$ cat config.mk
export PLATFORM = sky130hd
export DESIGN_NAME = evt_dma
export DESIGN_NICKNAME = d
export VERILOG_FILES = /design/src/rtl/evt_dma_pkg.sv /design/src/rtl/evt_dma_trig.sv /design/src/rtl/evt_dma_seq.sv /design/src/rtl/evt_dma.sv
export SDC_FILE = /design/constraint.sdc
export NUM_CORES = 1
export LEC_CHECK = 0
export BUFFER_PORTS_ARGS = -buffer_cell sky130_fd_sc_hd__buf_2
export CAP_MARGIN = 20
export CORE_ASPECT_RATIO = 0.5
export CORE_MARGIN = 2
export CORE_UTILIZATION = 45
export CTS_CLUSTER_SIZE = 25
export DETAILED_ROUTE_END_ITERATION = 10
export REMOVE_ABC_BUFFERS = 1
export SLEW_MARGIN = 20
export SYNTH_ARGS = -nofsm -noshare
export SYNTH_HDL_FRONTEND = slang
export SYNTH_SLANG_ARGS = --single-unit
$ cat constraint.sdc
create_clock -name clk -period 4.9 [get_ports clk]
set_clock_uncertainty 0.05 [all_clocks]
set_input_delay 0.98 -clock clk [delete_from_list [all_inputs] [get_ports clk]]
set_output_delay 0.98 -clock clk [all_outputs]
set_load 0.02 [all_outputs]
$ cat src/rtl/evt_dma_pkg.sv
package evt_dma_pkg;

    typedef enum logic [1:0] {
        SZ_BYTE = 2'd0,
        SZ_HALF = 2'd1,
        SZ_WORD = 2'd2,
        SZ_RSVD = 2'd3
    } xfer_size_e;

    // Control halfword bits [4:0]; packed MSB first
    typedef struct packed {
        logic       inc_dst;
        logic       inc_src;
        xfer_size_e size;
        logic       chain;
    } ctl_t;

    typedef enum logic [2:0] {
        ST_IDLE,
        ST_VEC,
        ST_LOAD,
        ST_READ,
        ST_WRITE,
        ST_WBACK,
        ST_DONE
    } seq_state_e;

    localparam int ADDR_W     = 32;
    localparam int DATA_W     = 32;
    localparam int HALF_W     = 16;
    localparam int DESC_BYTES = 16;
    localparam int LOAD_LAST  = 4;
    localparam int WB_LAST    = 2;

    function automatic logic [ADDR_W-1:0] step_of(input xfer_size_e s);
        case (s)
            SZ_BYTE: return 32'd1;
            SZ_HALF: return 32'd2;
            default: return 32'd4;
        endcase
    endfunction

    function automatic logic [DATA_W-1:0] lane_mask(input xfer_size_e s,
                                                    input logic [DATA_W-1:0] d);
        case (s)
            SZ_BYTE: return {24'd0, d[7:0]};
            SZ_HALF: return {16'd0, d[15:0]};
            default: return d;
        endcase
    endfunction

    function automatic xfer_size_e norm_size(input logic [1:0] raw);
        return (raw == 2'b11) ? SZ_WORD : xfer_size_e'(raw);
    endfunction

    // Descriptor field offset for load step 0..4
    function automatic logic [ADDR_W-1:0] load_ofs(input logic [2:0] idx);
        case (idx)
            3'd0:    return 32'd0;
            3'd1:    return 32'd2;
            3'd2:    return 32'd4;
            3'd3:    return 32'd8;
            default: return 32'd12;
        endcase
    endfunction

    function automatic xfer_size_e load_size(input logic [2:0] idx);
        return (idx < 3'd3) ? SZ_HALF : SZ_WORD;
    endfunction

endpackage

$ cat src/rtl/evt_dma_trig.sv
module evt_dma_trig
    import evt_dma_pkg::*;
#(
    parameter int NTRIG  = 8,
    parameter int TRIG_W = 3
) (
    input  logic              clk,
    input  logic              rst,
    input  logic [NTRIG-1:0]  trig_i,
    input  logic              en_wr_i,
    input  logic [NTRIG-1:0]  en_wdata_i,
    input  logic              take_i,
    input  logic [TRIG_W-1:0] take_idx_i,
    input  logic              fin_i,
    input  logic [TRIG_W-1:0] fin_idx_i,
    output logic [NTRIG-1:0]  en_o,
    output logic [NTRIG-1:0]  irq_o,
    output logic              start_valid_o,
    output logic [TRIG_W-1:0] start_idx_o
);
    logic [NTRIG-1:0] en_q, pend_q, irq_q;
    logic [NTRIG-1:0] fin_mask, take_mask, en_next, ready;

    assign fin_mask  = fin_i  ? (NTRIG'(1) << fin_idx_i)  : '0;
    assign take_mask = take_i ? (NTRIG'(1) << take_idx_i) : '0;
    assign en_next   = (en_wr_i ? en_wdata_i : en_q) & ~fin_mask;
    assign ready     = pend_q & en_q;

    always_ff @(posedge clk) begin
        if (rst) begin
            en_q   <= '0;
            pend_q <= '0;
            irq_q  <= '0;
        end else begin
            en_q   <= en_next;
            pend_q <= (pend_q | (trig_i & en_q)) & ~take_mask & en_next;
            irq_q  <= (trig_i & ~en_q) | fin_mask;
        end
    end

    // Lowest pending line wins
    always_comb begin
        start_valid_o = |ready;
        start_idx_o   = '0;
        for (int i = NTRIG - 1; i >= 0; i--) begin
            if (ready[i]) start_idx_o = TRIG_W'(i);
        end
    end

    assign en_o  = en_q;
    assign irq_o = irq_q;
endmodule

$ cat src/rtl/evt_dma_seq.sv
module evt_dma_seq
    import evt_dma_pkg::*;
#(
    parameter int NTRIG    = 8,
    parameter int TRIG_W   = 3,
    parameter int DESC_OFS = 32
) (
    input  logic              clk,
    input  logic              rst,
    input  logic [ADDR_W-1:0] base_i,
    input  logic              start_valid_i,
    input  logic [TRIG_W-1:0] start_idx_i,
    output logic              take_o,
    output logic              fin_o,
    output logic [TRIG_W-1:0] fin_idx_o,
    output logic              done_o,
    output logic              busy_o,
    output logic              mem_req_o,
    output logic              mem_we_o,
    output logic [1:0]        mem_size_o,
    output logic [ADDR_W-1:0] mem_addr_o,
    output logic [DATA_W-1:0] mem_wdata_o,
    input  logic [DATA_W-1:0] mem_rdata_i,
    input  logic              mem_ack_i
);
    localparam logic [ADDR_W-1:0] DESC_STEP = ADDR_W'(DESC_BYTES);
    localparam logic [ADDR_W-1:0] AREA_OFS  = ADDR_W'(DESC_OFS);

    seq_state_e        st_q;
    ctl_t              ctl_q;
    logic [ADDR_W-1:0] desc_q, src_q, dst_q;
    logic [DATA_W-1:0] data_q;
    logic [HALF_W-1:0] blk_q, cnt_q;
    logic [2:0]        idx_q;
    logic [TRIG_W-1:0] cur_q;
    logic              final_q, first_q;
    logic [ADDR_W-1:0] step_w;

    assign step_w = step_of(ctl_q.size);

    always_ff @(posedge clk) begin
        if (rst) begin
            st_q    <= ST_IDLE;
            ctl_q   <= '0;
            desc_q  <= '0;
            src_q   <= '0;
            dst_q   <= '0;
            data_q  <= '0;
            blk_q   <= '0;
            cnt_q   <= '0;
            idx_q   <= '0;
            cur_q   <= '0;
            final_q <= 1'b0;
            first_q <= 1'b0;
        end else begin
            unique case (st_q)
                ST_IDLE: if (start_valid_i) begin
                    cur_q   <= start_idx_i;
                    final_q <= 1'b0;
                    st_q    <= ST_VEC;
                end
                ST_VEC: if (mem_ack_i) begin
                    desc_q  <= base_i + AREA_OFS + {20'd0, mem_rdata_i[7:0], 4'd0};
                    idx_q   <= '0;
                    first_q <= 1'b1;
                    st_q    <= ST_LOAD;
                end
                ST_LOAD: if (mem_ack_i) begin
                    case (idx_q)
                        3'd0: begin
                            ctl_q.chain   <= mem_rdata_i[0];
                            ctl_q.size    <= norm_size(mem_rdata_i[2:1]);
                            ctl_q.inc_src <= mem_rdata_i[3];
                            ctl_q.inc_dst <= mem_rdata_i[4];
                        end
                        3'd1: blk_q <= (mem_rdata_i[15:0] == '0) ? 16'd1 : mem_rdata_i[15:0];
                        3'd2: begin
                            cnt_q <= mem_rdata_i[15:0];
                            if (first_q) final_q <= (mem_rdata_i[15:0] == 16'd1);
                        end
                        3'd3: src_q <= mem_rdata_i;
                        default: dst_q <= mem_rdata_i;
                    endcase
                    if (idx_q == 3'(LOAD_LAST)) st_q <= ST_READ;
                    else idx_q <= idx_q + 3'd1;
                end
                ST_READ: if (mem_ack_i) begin
                    data_q <= lane_mask(ctl_q.size, mem_rdata_i);
                    st_q   <= ST_WRITE;
                end
                ST_WRITE: if (mem_ack_i) begin
                    if (ctl_q.inc_src) src_q <= src_q + step_w;
                    if (ctl_q.inc_dst) dst_q <= dst_q + step_w;
                    if (blk_q == 16'd1) begin
                        cnt_q <= cnt_q - 16'd1;
                        idx_q <= '0;
                        st_q  <= ST_WBACK;
                    end else begin
                        blk_q <= blk_q - 16'd1;
                        st_q  <= ST_READ;
                    end
                end
                ST_WBACK: if (mem_ack_i) begin
                    if (idx_q == 3'(WB_LAST)) begin
                        if (ctl_q.chain) begin
                            desc_q  <= desc_q + DESC_STEP;
                            idx_q   <= '0;
                            first_q <= 1'b0;
                            st_q    <= ST_LOAD;
                        end else begin
                            st_q <= ST_DONE;
                        end
                    end else begin
                        idx_q <= idx_q + 3'd1;
                    end
                end
                ST_DONE: st_q <= ST_IDLE;
                default: st_q <= ST_IDLE;
            endcase
        end
    end

    always_comb begin
        mem_req_o   = 1'b0;
        mem_we_o    = 1'b0;
        mem_size_o  = SZ_BYTE;
        mem_addr_o  = '0;
        mem_wdata_o = '0;
        unique case (st_q)
            ST_VEC: begin
                mem_req_o  = 1'b1;
                mem_addr_o = base_i + ADDR_W'(cur_q);
            end
            ST_LOAD: begin
                mem_req_o  = 1'b1;
                mem_addr_o = desc_q + load_ofs(idx_q);
                mem_size_o = load_size(idx_q);
            end
            ST_READ: begin
                mem_req_o  = 1'b1;
                mem_addr_o = src_q;
                mem_size_o = ctl_q.size;
            end
            ST_WRITE: begin
                mem_req_o   = 1'b1;
                mem_we_o    = 1'b1;
                mem_addr_o  = dst_q;
                mem_size_o  = ctl_q.size;
                mem_wdata_o = data_q;
            end
            ST_WBACK: begin
                mem_req_o = 1'b1;
                mem_we_o  = 1'b1;
                case (idx_q)
                    3'd0: begin
                        mem_addr_o  = desc_q + 32'd4;
                        mem_size_o  = SZ_HALF;
                        mem_wdata_o = {16'd0, cnt_q};
                    end
                    3'd1: begin
                        mem_addr_o  = desc_q + 32'd8;
                        mem_size_o  = SZ_WORD;
                        mem_wdata_o = src_q;
                    end
                    default: begin
                        mem_addr_o  = desc_q + 32'd12;
                        mem_size_o  = SZ_WORD;
                        mem_wdata_o = dst_q;
                    end
                endcase
            end
            default: ;
        endcase
    end

    assign take_o    = (st_q == ST_IDLE) && start_valid_i;
    assign done_o    = (st_q == ST_DONE);
    assign fin_o     = (st_q == ST_DONE) && final_q;
    assign fin_idx_o = cur_q;
    assign busy_o    = (st_q != ST_IDLE);
endmodule

$ cat src/rtl/evt_dma.sv
module evt_dma
    import evt_dma_pkg::*;
#(
    parameter int NTRIG    = 8,
    parameter int DESC_OFS = 32
) (
    input  logic              clk,
    input  logic              rst,
    input  logic [31:0]       base_i,
    input  logic [NTRIG-1:0]  trig_i,
    input  logic              en_wr_i,
    input  logic [NTRIG-1:0]  en_wdata_i,
    output logic [NTRIG-1:0]  en_o,
    output logic [NTRIG-1:0]  irq_o,
    output logic              done_o,
    output logic              busy_o,
    output logic              mem_req_o,
    output logic              mem_we_o,
    output logic [1:0]        mem_size_o,
    output logic [31:0]       mem_addr_o,
    output logic [31:0]       mem_wdata_o,
    input  logic [31:0]       mem_rdata_i,
    input  logic              mem_ack_i
);
    localparam int TRIG_W = (NTRIG > 1) ? $clog2(NTRIG) : 1;

    logic              take_w, fin_w, start_valid_w;
    logic [TRIG_W-1:0] start_idx_w, fin_idx_w;

    evt_dma_trig #(.NTRIG(NTRIG), .TRIG_W(TRIG_W)) u_trig (
        .clk           (clk),
        .rst           (rst),
        .trig_i        (trig_i),
        .en_wr_i       (en_wr_i),
        .en_wdata_i    (en_wdata_i),
        .take_i        (take_w),
        .take_idx_i    (start_idx_w),
        .fin_i         (fin_w),
        .fin_idx_i     (fin_idx_w),
        .en_o          (en_o),
        .irq_o         (irq_o),
        .start_valid_o (start_valid_w),
        .start_idx_o   (start_idx_w)
    );

    evt_dma_seq #(.NTRIG(NTRIG), .TRIG_W(TRIG_W), .DESC_OFS(DESC_OFS)) u_seq (
        .clk           (clk),
        .rst           (rst),
        .base_i        (base_i),
        .start_valid_i (start_valid_w),
        .start_idx_i   (start_idx_w),
        .take_o        (take_w),
        .fin_o         (fin_w),
        .fin_idx_o     (fin_idx_w),
        .done_o        (done_o),
        .busy_o        (busy_o),
        .mem_req_o     (mem_req_o),
        .mem_we_o      (mem_we_o),
        .mem_size_o    (mem_size_o),
        .mem_addr_o    (mem_addr_o),
        .mem_wdata_o   (mem_wdata_o),
        .mem_rdata_i   (mem_rdata_i),
        .mem_ack_i     (mem_ack_i)
    );
endmodule

# Word level (Yosys, flattened, before mapping)
# Cells that the tools add are included.
# totals
register_bits,200
in_bits,84
out_inout_bits,86
# classes
n_addsub,13
order_cmp,1
n_eq_ne,34
n_shift,2
mux,81
n_bitwise,11
n_reduce_logical,27
# op_table
op,n
32-bit case mux with 2 select lines,7
32-bit two-way mux,13
32-bit case mux with 5 select lines,1
16-bit two-way mux,9
32-bit by 3-bit adder with 32-bit output,3
3-bit two-way mux,26
"32-bit by 4-bit adder with 32-bit output, second input constant",2
16-bit case mux with 2 select lines,2
8-bit AND,6
32-bit by 12-bit adder with 32-bit output,1
"32-bit by 3-bit adder with 32-bit output, second input constant",1
32-bit adder,1
"32-bit by 5-bit adder with 32-bit output, second input constant",1
"32-bit by 6-bit adder with 32-bit output, second input constant",1
"16-bit by 1-bit equality test with 1-bit output, second input constant",2
"16-bit by 1-bit subtractor with 16-bit output, second input constant",2
5-bit AND reduction,6
8-bit two-way mux,3
8-bit NOT,3
"2-bit by 1-bit != test with 1-bit output, second input constant",10
"2-bit != test, second input constant",9
3-bit case mux with 6 select lines,1
16-bit logical NOT,1
8-bit OR,2
29 further kinds,56

# Depth between registers and ports, before layout
# depth
ltp_word,14
ltp_mapped,14
ltp_nobuf,12

# Modules after synthesis
# Synthesis repeated with hierarchy kept, for this count alone.
# unflattened
hier_cells,2157
area_unflattened_um2,15397.3
# by_module_without_submodules
module,instances,cells_per_inst,area_per_inst_um2,seq_area_each_um2
evt_dma_seq,1,2035,14257.4,3523.4
evt_dma_trig,1,122,1139.8,480.5

# Least setup slack after synthesis
# Ideal clock, no wire load.
# synth_path
path_type,input to output
start,in base_i[0]
end,out mem_addr_o[12]
t_arrival_ns,3.002
t_required_ns,3.870
setup_slack_ns,0.868
path_stages,8
path_buffers,0
path_cell_list,ha_1 -> fa_1 -> a21oi_1 -> nor4b_2 -> nand3_1 -> xnor2_1 -> a222oi_1 -> o311ai_0
# synth_between
elab_chain_cells,2
# synth_rtl
item,line,text
from (decl),evt_dma.sv:9,"input logic [31:0] base_i,"
32-bit by 3-bit adder with 32-bit output,evt_dma_seq.sv:132,mem_addr_o = base_i + ADDR_W'(cur_q);
32-bit case mux with 5 select lines,evt_dma_seq.sv:129,unique case (st_q)
to (decl),evt_dma.sv:20,"output logic [31:0] mem_addr_o,"
# No other way between the ends.

# Worst setup path after layout
# layout_path
start,reg u_seq.idx_q[0]
end,out mem_addr_o[28]
# layout_between
elab_chain_cells,5
# layout_rtl
item,line,text
from (decl),evt_dma_seq.sv:34,logic [2:0] idx_q;
from (signal assigned),evt_dma_seq.sv:85,else idx_q <= idx_q + 3'd1;
from (signal assigned),evt_dma_seq.sv:114,idx_q <= idx_q + 3'd1;
3-bit by 2-bit equality test with 1-bit output (tied with other cells),evt_dma_pkg.sv:58,case (idx)
4-bit case mux with 4 select lines,evt_dma_pkg.sv:58,
32-bit two-way mux,evt_dma_seq.sv:129,
32-bit adder,evt_dma_seq.sv:136,mem_addr_o = desc_q + load_ofs(idx_q);
32-bit case mux with 5 select lines *,evt_dma_seq.sv:129,
# Mark *: on every way between the ends. The rest lies on a longest branch, timed or not. The select of a mux whose other input is x is not followed.

==> impl_results.rst <==
.. list-table::
   :header-rows: 1

   * - Metric
     - Value
   * - Async set-or-reset flop fraction in the synthesized netlist
     - 0%
   * - Share of the synthesized area in the top cell type
     - 26.7%
   * - Total power
     - 4130 uW
   * - Average cell area after synthesis
     - 7.14 um2
   * - Sum of routed wire length over all layers
     - 63,300 um
   * - Clock tree from TritonCTS
     - built
   * - Area grow syn2layout
     - 12.3%
   * - Total Routing Usage GR
     - 35.0%
   * - Area of the multi-input gates
     - 0.0103 mm2
   * - Die outline area
     - 0.0349 mm2
   * - Post-Synth XOR/XNOR Area
     - 4.90%
   * - Number of synthesized flops with an enable pin
     - 0
   * - Maximum operating frequency
     - 209 MHz
   * - Top-count cell post-synth
     - sky130_fd_sc_hd__nand2_1
   * - Dpl hpwl
     - 46,600 um
   * - Maximum resistive drop on vdd
     - 0.222 mV
   * - Nets
     - 2,307
   * - Number of ports placed on the die boundary
     - 170
   * - Global placer's final weighted congestion
     - 1.01
   * - Number of sinks handled by clock tree synthesis
     - 200
   * - Source-to-sink clock delay at the later pin of the worst-skew pair
     - 0.47 ns
   * - Share of the clock period used by the worst path
     - 97.7%
   * - Setup WS post-layout
     - 0.113 ns
   * - Mapped cell area
     - 0.0150 mm2
   * - Reg clk slew, reported paths
     - 0.08 ns
   * - Number of synthesized register bits
     - 200
   * - DR WL/cell
     - 24.1 um
   * - Worst rel slew slack
     - 27.3%
   * - Area fraction in compound gates after synthesis
     - 30.6%
   * - Max_cap viols
     - 0
   * - Wire length of the first global-routing pass
     - 95,200 um
   * - Adder-cell area share of the yosys netlist
     - 4.05%
   * - Largest net degree at the start of global routing
     - 56
   * - Number of search-and-repair iterations in the first detailed-routing pass
     - 8
   * - Beginning of the critical path
     - u_seq.idx_q[0]$_SDFFE_PP0P_
   * - Number of routed nets with antenna violations
     - 0
   * - Hold Path Class
     - reg2reg
   * - Iteration-0 DRC Markers
     - 2,414
   * - Clock Path Buffers
     - 2
   * - Fillers
     - 3,309
   * - Sequential-to-total area share from yosys stat
     - 26.7%
   * - Starting Density
     - 45.6%
   * - Crit Path Category
     - reg2out
   * - Launch instance of the worst register-to-register path
     - u_seq.ctl_q[1]$_SDFFE_PP0P_
   * - CTS Buf Count
     - 17
   * - Final Hold Slack
     - 0.403 ns
   * - Dominant cells by area after synthesis
     - sky130_fd_sc_hd__dfxtp_1 (27%), sky130_fd_sc_hd__a21oi_1 (6.6%), sky130_fd_sc_hd__nand2_1 (6.4%), sky130_fd_sc_hd__o21ai_0 (6.3%), sky130_fd_sc_hd__nor2_1 (4.6%)
   * - Horizontal die dimension
     - 262 um
   * - Count of buffers inserted at the top-level ports
     - 169
   * - Data arrival, critical path
     - 3.76 ns
   * - Final worst path period need
     - 4.79 ns
   * - Endpoint kind of the worst setup timing path
     - output pin
   * - CTS H-tree lvls
     - 4
   * - Die H
     - 133 um
   * - Simple-Gate Fraction of Synth Area
     - 26.3%
   * - Main combinational cell family by area after synthesis
     - compound AO/OA/AOI/OAI gates
   * - Post-synthesis cell type count
     - 81
   * - Required time at the worst-slack endpoint
     - 3.87 ns
   * - Pwr dens
     - 245 mW/mm2
   * - Top fanout value on the critical path
     - 6
   * - Largest area contributor in the netlist
     - sky130_fd_sc_hd__dfxtp_1
   * - Site row count
     - 47
   * - Most used flip-flop cell after synthesis
     - sky130_fd_sc_hd__dfxtp_1
   * - Via count of the routed design
     - 17,300
   * - Slew at the pin with the worst max-slew slack
     - 1.09 ns
   * - Hold violation total from the final report
     - 0
   * - Count of antenna diodes in the layout
     - 0
   * - Storage element area
     - 0.00401 mm2
   * - Number of cells produced by synthesis
     - 2,103
   * - Total grt overflow
     - 0
   * - Critical Path Source Type
     - flop
   * - Number of pins with negative max-slew slack in the final report
     - 0
   * - Multiplexer share of the synthesized area
     - 1.88%
   * - CTS Root Cell
     - sky130_fd_sc_hd__clkbuf_16
   * - Share of layout cells above drive strength 1
     - 13.9%
   * - Number of global-route vias before repair
     - 15,100
   * - Min-Delay Startpoint
     - u_seq.data_q[14]$_SDFFE_PP0P_
   * - Number of warnings printed during yosys synthesis
     - 0
   * - Leakage power
     - 0.00594 uW
   * - Post-DR vias/cell
     - 6.56
   * - Top cells by count, synth
     - sky130_fd_sc_hd__nand2_1 (257), sky130_fd_sc_hd__dfxtp_1 (200), sky130_fd_sc_hd__a21oi_1 (199)
   * - Number of antenna violations at the first check in global routing
     - 0
   * - Total core area
     - 0.0329 mm2
   * - Run status
     - finished clean
   * - Residual DRC count
     - 0
   * - Post-place setup slack
     - 0.299 ns
   * - Final number of setup-violating endpoints
     - 0
-- stage by stage --
step / utilization (%) / setup TNS (ns) / area, um2 / cells
floorplan: - / -257.88 / 14300 / 1931
global placement: 49.3 / 0 / 16200 / 2600
detailed placement: 49.3 / 0 / 16200 / 2600
CTS: 51.1 / 0 / 16800 / 2631
global route: 51.2 / -0.0400 / 16900 / 2631
finish: 51.2 / 0 / 16900 / 2631
-- registers in the layout, indices dropped and copies added, names as in the netlist --
| register | cells |
|---|---|
| u_seq.ctl_q | 5 |
| u_seq.desc_q | 32 |
| u_seq.st_q | 3 |
| u_trig.en_o | 8 |
| u_trig.irq_o | 8 |
| u_seq.idx_q | 3 |
| u_seq.first_q | 1 |
| u_seq.final_q | 1 |
| u_seq.fin_idx_o | 3 |
| u_seq.blk_q | 16 |
| u_seq.cnt_q | 16 |
| u_trig.pend_q | 8 |
| u_seq.src_q | 32 |
| u_seq.data_q | 32 |
| u_seq.dst_q | 32 |
-- final cells by class --
cell class	instances	area share, %
inverters	43	0.957
repair buffers	228	7.75
clock inverters	11	0.653
flip-flops and latches	200	23.8
multi-input cells	1688	60.9
clock buffers	20	2.71
well taps	441	3.27
-- cells in the final DEF, fill, tap and decap left out, types with 17 or more instances in the layout --
master / count
sky130_fd_sc_hd__a211oi_1: 35
sky130_fd_sc_hd__a21o_1: 26
sky130_fd_sc_hd__a21oi_1: 197
sky130_fd_sc_hd__a222oi_1: 20
sky130_fd_sc_hd__a22o_1: 17
sky130_fd_sc_hd__a22oi_1: 50
sky130_fd_sc_hd__a31oi_1: 26
sky130_fd_sc_hd__and2_1: 19
sky130_fd_sc_hd__and3_1: 27
sky130_fd_sc_hd__buf_2: 168
sky130_fd_sc_hd__buf_4: 58
sky130_fd_sc_hd__clkbuf_16: 17
sky130_fd_sc_hd__dfxtp_1: 199
sky130_fd_sc_hd__ha_1: 39
sky130_fd_sc_hd__inv_1: 41
sky130_fd_sc_hd__mux2i_1: 27
sky130_fd_sc_hd__nand2_1: 256
sky130_fd_sc_hd__nand3_1: 74
sky130_fd_sc_hd__nand4_1: 37
sky130_fd_sc_hd__nor2_1: 181
sky130_fd_sc_hd__nor3_1: 66
sky130_fd_sc_hd__nor4_1: 30
sky130_fd_sc_hd__o211ai_1: 29
sky130_fd_sc_hd__o21ai_0: 187
sky130_fd_sc_hd__o22ai_1: 25
sky130_fd_sc_hd__xnor2_1: 62
sky130_fd_sc_hd__xor2_1: 22
-- routing by layer --
metal | vias up | track usage (%) | routed length (um)
met5 | - | 0 | 0
met4 | 0 | 7.83 | 1050
met3 | 89 | 8.39 | 7770
met2 | 958 | 50.3 | 26300
met1 | 8275 | 52.5 | 28200
li1 | 7948 | - | -
-- kinds of logic after synthesis --
| group | Yosys count |
|---|---|
| adders and majority gates | 45 |
| buffers and inverters | 215 |
| AOI/OAI and AO/OA | 722 |
| muxes | 28 |
| and+or+nand+nor | 809 |
| xor gates and xnor gates | 84 |
| DFF | 200 |
-- power by group --
group	leakage, uW	switching [uW]	internal, uW
logic	0.00404	615	310
clock network	0.000281	760	698
registers	0.00162	79.8	1660
total	0.00594	1450	2670
-- critical path, cell delays in order (launching register included) --
cell and delay, ns:
sky130_fd_sc_hd__dfxtp_1 0.43, sky130_fd_sc_hd__inv_1 0.09, sky130_fd_sc_hd__ha_1 0.28, sky130_fd_sc_hd__nor3_2 0.35, sky130_fd_sc_hd__o21ai_1 0.15, sky130_fd_sc_hd__nand2_1 0.13, sky130_fd_sc_hd__ha_1 0.24, sky130_fd_sc_hd__a21o_1 0.21
sky130_fd_sc_hd__a21oi_4 0.24, sky130_fd_sc_hd__buf_4 0.19, sky130_fd_sc_hd__nand4b_1 0.12, sky130_fd_sc_hd__xnor2_1 0.07, sky130_fd_sc_hd__a221oi_1 0.40, sky130_fd_sc_hd__o21ai_0 0.17, sky130_fd_sc_hd__buf_2 0.21
-- timing repair --
action                                  in CTS  in global routing
gates resized for setup                      3                  7
gates cloned                                 0                  0
setup buffers                                0                  0
hold buffers                                 0                  0
endpoints found under the setup margin       6                 15
-- worst paths after layout --
kind / cells past startpoint / to / slack [ns]
worst max-delay path: 14 / mem_addr_o[28] / 0.11
worst min-delay path: 2 / u_seq.data_q[14]$_SDFFE_PP0P_ / 0.40
worst max register to register: 12 / u_seq.src_q[28]$_SDFFE_PP0P_ / 1.46
worst min register to register: 2 / u_seq.data_q[14]$_SDFFE_PP0P_ / 0.40
No activity file was read; power rests on OpenSTA's default activity.
